File: src/rtl/hbal_pkg.sv
package hbal_pkg;
  localparam int SAMPLE_W = 16;
  localparam int COEF_W   = 16;
  localparam int TAPS     = 8;
  localparam int ACC_W    = 40;
  localparam int FRAC     = COEF_W - 1;
  localparam int NCOEF    = TAPS + 1;
  localparam int STEP_W   = $clog2(NCOEF + 1);
  localparam int TAP_W    = $clog2(TAPS);
  localparam int ADDR_W   = 4;

  typedef struct packed {
    logic             load;
    logic             iirStep;
    logic             macStep;
    logic [TAP_W-1:0] tapSel;
    logic             finish;
  } strobe_t;

  // Fixed set: feedback 0.25, taps halving from 0.5
  function automatic logic [COEF_W-1:0] defaultCoef(input int idx);
    if (idx == 0) return COEF_W'(8192);
    return COEF_W'(16384 >>> (idx - 1));
  endfunction

  function automatic logic signed [SAMPLE_W-1:0] sat(input logic signed [ACC_W-1:0] v);
    logic signed [ACC_W-1:0] hi, lo;
    hi = ACC_W'((1 <<< (SAMPLE_W - 1)) - 1);
    lo = -hi - ACC_W'(1);
    if (v > hi) return hi[SAMPLE_W-1:0];
    if (v < lo) return lo[SAMPLE_W-1:0];
    return v[SAMPLE_W-1:0];
  endfunction
endpackage

File: src/rtl/hbal_ctrl.sv
module hbal_ctrl
  import hbal_pkg::*;
(
  input  logic    clk,
  input  logic    rst,
  input  logic    sampleValid,
  output strobe_t strobe,
  output logic    busy
);
  logic [STEP_W-1:0] step;

  always_ff @(posedge clk) begin
    if (rst) begin
      busy <= 1'b0;
      step <= '0;
    end else if (!busy) begin
      if (sampleValid) begin
        busy <= 1'b1;
        step <= '0;
      end
    end else if (step == STEP_W'(NCOEF)) begin
      busy <= 1'b0;
      step <= '0;
    end else begin
      step <= step + STEP_W'(1);
    end
  end

  always_comb begin
    strobe         = '0;
    strobe.load    = !busy && sampleValid;
    strobe.iirStep = busy && (step == '0);
    strobe.macStep = busy && (step != '0) && (step <= STEP_W'(TAPS));
    strobe.tapSel  = TAP_W'(step - STEP_W'(1));
    strobe.finish  = busy && (step == STEP_W'(NCOEF));
  end

  // the phases of one sample never overlap
  assert_strobe_onehot_R4: assert property (@(posedge clk) disable iff (rst)
    $onehot0({strobe.load, strobe.iirStep, strobe.macStep, strobe.finish}));

  assert_step_bound_R4: assert property (@(posedge clk) disable iff (rst)
    step <= STEP_W'(NCOEF));

  // a strobe during processing does not restart the sequence
  assert_busy_ignores_R5: assert property (@(posedge clk) disable iff (rst)
    (busy && sampleValid && step != STEP_W'(NCOEF)) |=> (busy && step == $past(step) + STEP_W'(1)));
endmodule

File: src/rtl/hbal_datapath.sv
module hbal_datapath
  import hbal_pkg::*;
(
  input  logic                       clk,
  input  logic                       rst,
  input  strobe_t                    strobe,
  input  logic signed [SAMPLE_W-1:0] rxSample,
  input  logic signed [SAMPLE_W-1:0] txSample,
  input  logic                       useDefault,
  input  logic                       cfgWrEn,
  input  logic [ADDR_W-1:0]          cfgAddr,
  input  logic [COEF_W-1:0]          cfgData,
  output logic signed [SAMPLE_W-1:0] outSample,
  output logic                       outValid
);
  logic [NCOEF-1:0][COEF_W-1:0]  userCoef;
  logic [NCOEF-1:0][COEF_W-1:0]  actCoef;
  logic signed [SAMPLE_W-1:0]    xReg, txReg, wPrev;
  logic signed [SAMPLE_W-1:0]    dline [TAPS];
  logic signed [ACC_W-1:0]       acc;

  logic [STEP_W-1:0]             tapIdx;
  logic signed [COEF_W-1:0]      coefOp;
  logic signed [SAMPLE_W-1:0]    dataOp;
  logic signed [COEF_W+SAMPLE_W-1:0] product;
  logic signed [ACC_W-1:0]       prodExt, iirSum, diff;
  logic signed [SAMPLE_W-1:0]    wNew, firRes;

  // User coefficient store, one register per address
  for (genvar i = 0; i < NCOEF; i++) begin : g_store
    always_ff @(posedge clk) begin
      if (rst) userCoef[i] <= '0;
      else if (cfgWrEn && cfgAddr == ADDR_W'(i)) userCoef[i] <= cfgData;
    end
  end

  // Shared multiplier operands
  always_comb begin
    tapIdx  = STEP_W'(strobe.tapSel) + STEP_W'(1);
    coefOp  = strobe.iirStep ? $signed(actCoef[0]) : $signed(actCoef[tapIdx]);
    dataOp  = strobe.iirStep ? wPrev : dline[strobe.tapSel];
    product = coefOp * dataOp;
    prodExt = ACC_W'(product);
    iirSum  = (ACC_W'(xReg) <<< FRAC) + prodExt;
    wNew    = sat(iirSum >>> FRAC);
    firRes  = sat(acc >>> FRAC);
    diff    = ACC_W'(txReg) - ACC_W'(firRes);
  end

  always_ff @(posedge clk) begin
    if (rst) begin
      actCoef   <= '0;
      xReg      <= '0;
      txReg     <= '0;
      wPrev     <= '0;
      acc       <= '0;
      outSample <= '0;
      outValid  <= 1'b0;
      for (int k = 0; k < TAPS; k++) dline[k] <= '0;
    end else begin
      outValid <= strobe.finish;
      if (strobe.load) begin
        xReg  <= rxSample;
        txReg <= txSample;
        for (int i = 0; i < NCOEF; i++)
          actCoef[i] <= useDefault ? defaultCoef(i) : userCoef[i];
      end
      if (strobe.iirStep) begin
        wPrev    <= wNew;
        dline[0] <= wNew;
        for (int k = 1; k < TAPS; k++) dline[k] <= dline[k-1];
        acc <= '0;
      end
      if (strobe.macStep) acc <= acc + prodExt;
      if (strobe.finish) outSample <= sat(diff);
    end
  end

  // output changes only on the finishing cycle, valid is a single pulse
  assert_out_hold_R4: assert property (@(posedge clk) disable iff (rst)
    !strobe.finish |=> $stable(outSample));

  assert_valid_pulse_R4: assert property (@(posedge clk) disable iff (rst)
    outValid |=> !outValid);

  // the working set changes only at a sample boundary
  assert_coef_frozen_R6: assert property (@(posedge clk) disable iff (rst)
    (strobe.iirStep || strobe.macStep || strobe.finish) |=> $stable(actCoef));

  // out-of-range addresses leave the store untouched
  assert_bad_addr_R8: assert property (@(posedge clk) disable iff (rst)
    (cfgWrEn && cfgAddr >= ADDR_W'(NCOEF)) |=> $stable(userCoef));
endmodule

File: src/rtl/hybrid_bal_filter.sv
module hybrid_bal_filter
  import hbal_pkg::*;
(
  input  logic                       clk,
  input  logic                       rst,
  input  logic                       sampleValid,
  input  logic signed [SAMPLE_W-1:0] rxSample,
  input  logic signed [SAMPLE_W-1:0] txSample,
  input  logic                       useDefaultCoef,
  input  logic                       cfgWrEn,
  input  logic [ADDR_W-1:0]          cfgAddr,
  input  logic [COEF_W-1:0]          cfgData,
  output logic signed [SAMPLE_W-1:0] balOut,
  output logic                       balValid
);
  strobe_t strobe;
  logic    busy;

  hbal_ctrl u_ctrl (
    .clk(clk), .rst(rst), .sampleValid(sampleValid),
    .strobe(strobe), .busy(busy)
  );

  hbal_datapath u_dp (
    .clk(clk), .rst(rst), .strobe(strobe),
    .rxSample(rxSample), .txSample(txSample), .useDefault(useDefaultCoef),
    .cfgWrEn(cfgWrEn), .cfgAddr(cfgAddr), .cfgData(cfgData),
    .outSample(balOut), .outValid(balValid)
  );

  // a result is only announced at the end of a busy window
  assert_valid_after_busy_R4: assert property (@(posedge clk) disable iff (rst)
    balValid |-> $past(busy));
endmodule

File: config.mk
export PLATFORM = sky130hd
export DESIGN_NAME = hybrid_bal_filter
export DESIGN_NICKNAME = d
export VERILOG_FILES = /design/src/rtl/hbal_pkg.sv /design/src/rtl/hbal_ctrl.sv /design/src/rtl/hbal_datapath.sv /design/src/rtl/hybrid_bal_filter.sv
export SDC_FILE = /design/constraint.sdc
export NUM_CORES = 2
export LEC_CHECK = 0
export ABC_AREA = 1
export BUFFER_PORTS_ARGS = -buffer_cell sky130_fd_sc_hd__buf_4
export CAP_MARGIN = 40
export CORE_ASPECT_RATIO = 0.6
export CORE_MARGIN = 1.5
export CORE_UTILIZATION = 66
export CTS_BUF_LIST = sky130_fd_sc_hd__clkbuf_8
export DETAILED_ROUTE_END_ITERATION = 6
export GPL_TIMING_DRIVEN = 0
export PLACE_DENSITY = 0.86
export SYNTH_ARGS = -nofsm -noshare
export SYNTH_HDL_FRONTEND = slang
export SYNTH_HIERARCHICAL = 1
export SYNTH_SLANG_ARGS = --single-unit
File: constraint.sdc
create_clock -name clk -period 10.83 [get_ports clk]
set_input_delay 2.166 -clock clk [delete_from_list [all_inputs] [get_ports clk]]
set_output_delay 2.166 -clock clk [all_outputs]
set_load 0.05 [all_outputs]
==> flow_summary.toml <==
[route]
routedWlPerCell_um = 22.58
wl_mm = 128.6
avgViaCountPerCell = 6.111
firstDrtPassIters = 7
detail-route-antenna-nets = 0
via_count = 34803
drt_iter0_drc = 5238
drc = 0

[grt]
grtUsageMet3_pct = 23.30
grt_max_degree = 86
grt_pass1_wl_mm = 191.4
grt_use_met2_pct = 56.73
first_global_vias = 31595
grtUsageTotal_pct = 45.30
grt_overflow = 0
grt_most_used_layer = "met1"
met1_usage_pct = 66.92
antenna_found_initial = 5

[clock_network]
cts_buffers = 79
root_buffer = "clkbuf_8"
hold_buffers = 0
clk_latency_ns = 0.72
htree_num_levels = 3
cts_tree = "built"
path_clk_slew_ns = 0.07
cts_sinks = 526
cts_buffer_depth = 3

[timing]
worstMarginPinSlew_ns = 1.051
relSlewSlack_pct = 29.94
post-route-period-util_pct = 96.70
finalHoldViolations = 0
fmax_mhz = 95.49
period_minus_slack_ns = 10.47
fin_worst_skew_ns = 0.03741
setup_viol = 0
drv_slew = 0
rsz0062_at_grt = "true"

[finish]
area_growth_pct = 9.557
fin_cells = 5695
mostFrequentLayoutCell = "nor2_1"
drive_gt1_share_pct = 8.821
final_cell_mix = "nor2_1 (854), inv_1 (695), nand2_1 (580)"
layout.nets = 5398

[critical_path]
arrival_ns = 11.12
setup.worst_path.end_class = "register"
cp_slowest_cell = "fa_1"
cp_slowest_stage_delay_ns = 0.65
worst-path-max-fanout = 10
critPathRequiredTime_ns = 11.48
path_class = "reg2reg"
worstReg2RegStart = "u_ctrl/step[0]$_SDFFE_PP0P_"
cp_top_family = "adder cells"
worstSetupStartpoint = "u_ctrl/step[0]$_SDFFE_PP0P_"
start_kind = "register"
path_buf_inv = 13
cp_common_cell = "inv_1"

[flow_run]
cap_violations = 0

[logic_synthesis]
synth_area_sq_mm = 0.03653
synth_top_area_share_pct = 21.81
synth.area.top_cells = "dfxtp_1 (22%), fa_1 (15%), edfxtp_1 (11%), nor2_1 (8.8%), inv_1 (7.0%)"
ys_ff_latch = 526
synth_nets = 5240
async_flop_share_pct = 0
syn_avg_cell_area_sq_um = 7.677
yosysSeqAreaShare_pct = 32.34
syn_inst = 4758
yosys_warnings = 6
synth_top_area_cell = "dfxtp_1"
yosysUniqueCellTypes = 62
synth-edff-count = 128
synthFlopType = "dfxtp_1"

[place]
gp_congestion = 1.021
io_buffers = 57
hpwl_mm = 99.31
dp.cells = 5534

[die]
die_h_um = 185.2
die_w_um = 306.7
boundaryPins = 74
coreArea_sq_mm = 0.05442
initial_utilization_pct = 67.12
die_area_sq_mm = 0.05681
rows = 66

[status]
status = "complete, no violations"

[hold_path]
hold_start = "u_dp/userCoef[50]$_SDFFE_PP0P_"
hp-class = "reg2reg"
[worst paths after layout]
| check | cells past startpoint | slack (ns) | endpoint |
|---|---|---|---|
| worst max-delay path | 42 | 0.36 | u_dp/acc[36]$_SDFFE_PP0P_ |
| worst min-delay path | 2 | 0.45 | u_dp/userCoef[50]$_SDFFE_PP0P_ |
| worst max register to register | 42 | 0.36 | u_dp/acc[36]$_SDFFE_PP0P_ |
| worst min register to register | 2 | 0.45 | u_dp/userCoef[50]$_SDFFE_PP0P_ |
[worst reg2reg max path, delay by kind of cell, from the launching register on]
kind / cells / cell delay (ns)
fa+ha+maj: 9 / 4.33
xor+xnor: 1 / 0.21
compound gates: 6 / 1.41
simple gates: 13 / 2.20
flops: 1 / 0.40
buf+inv: 13 / 1.84
[routing by layer]
| layer | routed length [um] | vias to the layer above | share of wire [%] |
|---|---|---|---|
| li1 | - | 15588 | - |
| met1 | 53400 | 16298 | 42 |
| met2 | 46820 | 2621 | 36 |
| met3 | 25050 | 294 | 19 |
| met4 | 3317 | 2 | 2.6 |
| met5 | 11 | - | 0.0086 |
[cell families after synthesis]
| kind of cell | share of synthesized area, % |
|---|---|
| xor gates and xnor gates | 1.322 |
| muxes | 0.4111 |
| adders and majority gates | 20.01 |
| and+or+nand+nor | 19.85 |
| DFF | 32.34 |
| buffers and inverters | 10.36 |
| AOI/OAI and AO/OA | 15.71 |
[timing repair]
item                                    in CTS  in global routing
endpoints found under the setup margin      31                 49
resized for setup                            6                 57
pin swaps                                    0                  3
buffers inserted                             0                 15
gates cloned                                 0                  0
[state kept, by name, summed over array words and instances, names as in the netlist]
signal / flops
u_ctrl/busy: 1
u_dp/acc: 40
u_dp/outSample: 16
u_dp/outValid: 1
u_ctrl/step: 4
u_dp/userCoef: 144
u_dp/txReg: 16
u_dp/wPrev: 16
u_dp/dline: 128
u_dp/actCoef: 144
u_dp/xReg: 16
[cell type report]
cell class	count	area, sq um
Fill cell	4384	14400
Clock buffer	97	1335
Buffer	234	1097
Antenna cell	4	10.01
Clock inverter	45	346.6
Tap cell	714	893.4
Sequential cell	526	11810
Timing Repair Buffer	77	623.1
Multi-Input combinational cell	3277	21150
Inverter	721	2744
[metrics by stage]
stage               utilization [%]  setup TNS, ns  setup WS, ns  hold WS (ns)  area [sq um]
finish                        73.53              0        0.3577        0.4479         40020
global placement              69.55         -1.291       -0.3766        0.4331         37850
floorplan                         -              0         2.311        0.4237         36530
global route                  73.51        -0.1898      -0.07340        0.4623         40010
CTS                           72.84              0       0.03320        0.4465         39640
detailed placement            69.68         -3.300       -0.3138        0.4361         37920
[cells in the mapped netlist (12+ instances only)]
cell / count
nor2_1: 856
inv_1: 677
nand2_1: 582
o21ai_0: 443
dfxtp_1: 398
a21oi_1: 369
fa_1: 265
nand3_1: 169
ha_1: 160
clkbuf_1: 138
edfxtp_1: 128
o21ai_1: 48
buf_2: 46
inv_2: 39
nor2_2: 36
o2111ai_1: 32
xor2_1: 31
buf_1: 26
nor3_1: 24
o211ai_1: 21
xnor2_1: 21
a21boi_0: 20
nand4_1: 17
a211oi_1: 16
o21ai_2: 16
mux2i_1: 15
o221ai_1: 15
a31oi_1: 14
o21bai_1: 14
nand3b_1: 13
a21o_1: 12
buf_4: 12
Power is left out: the tool's default activity adds up to more than one toggle a clock period on the data nets, which glitch-free logic cannot reach.
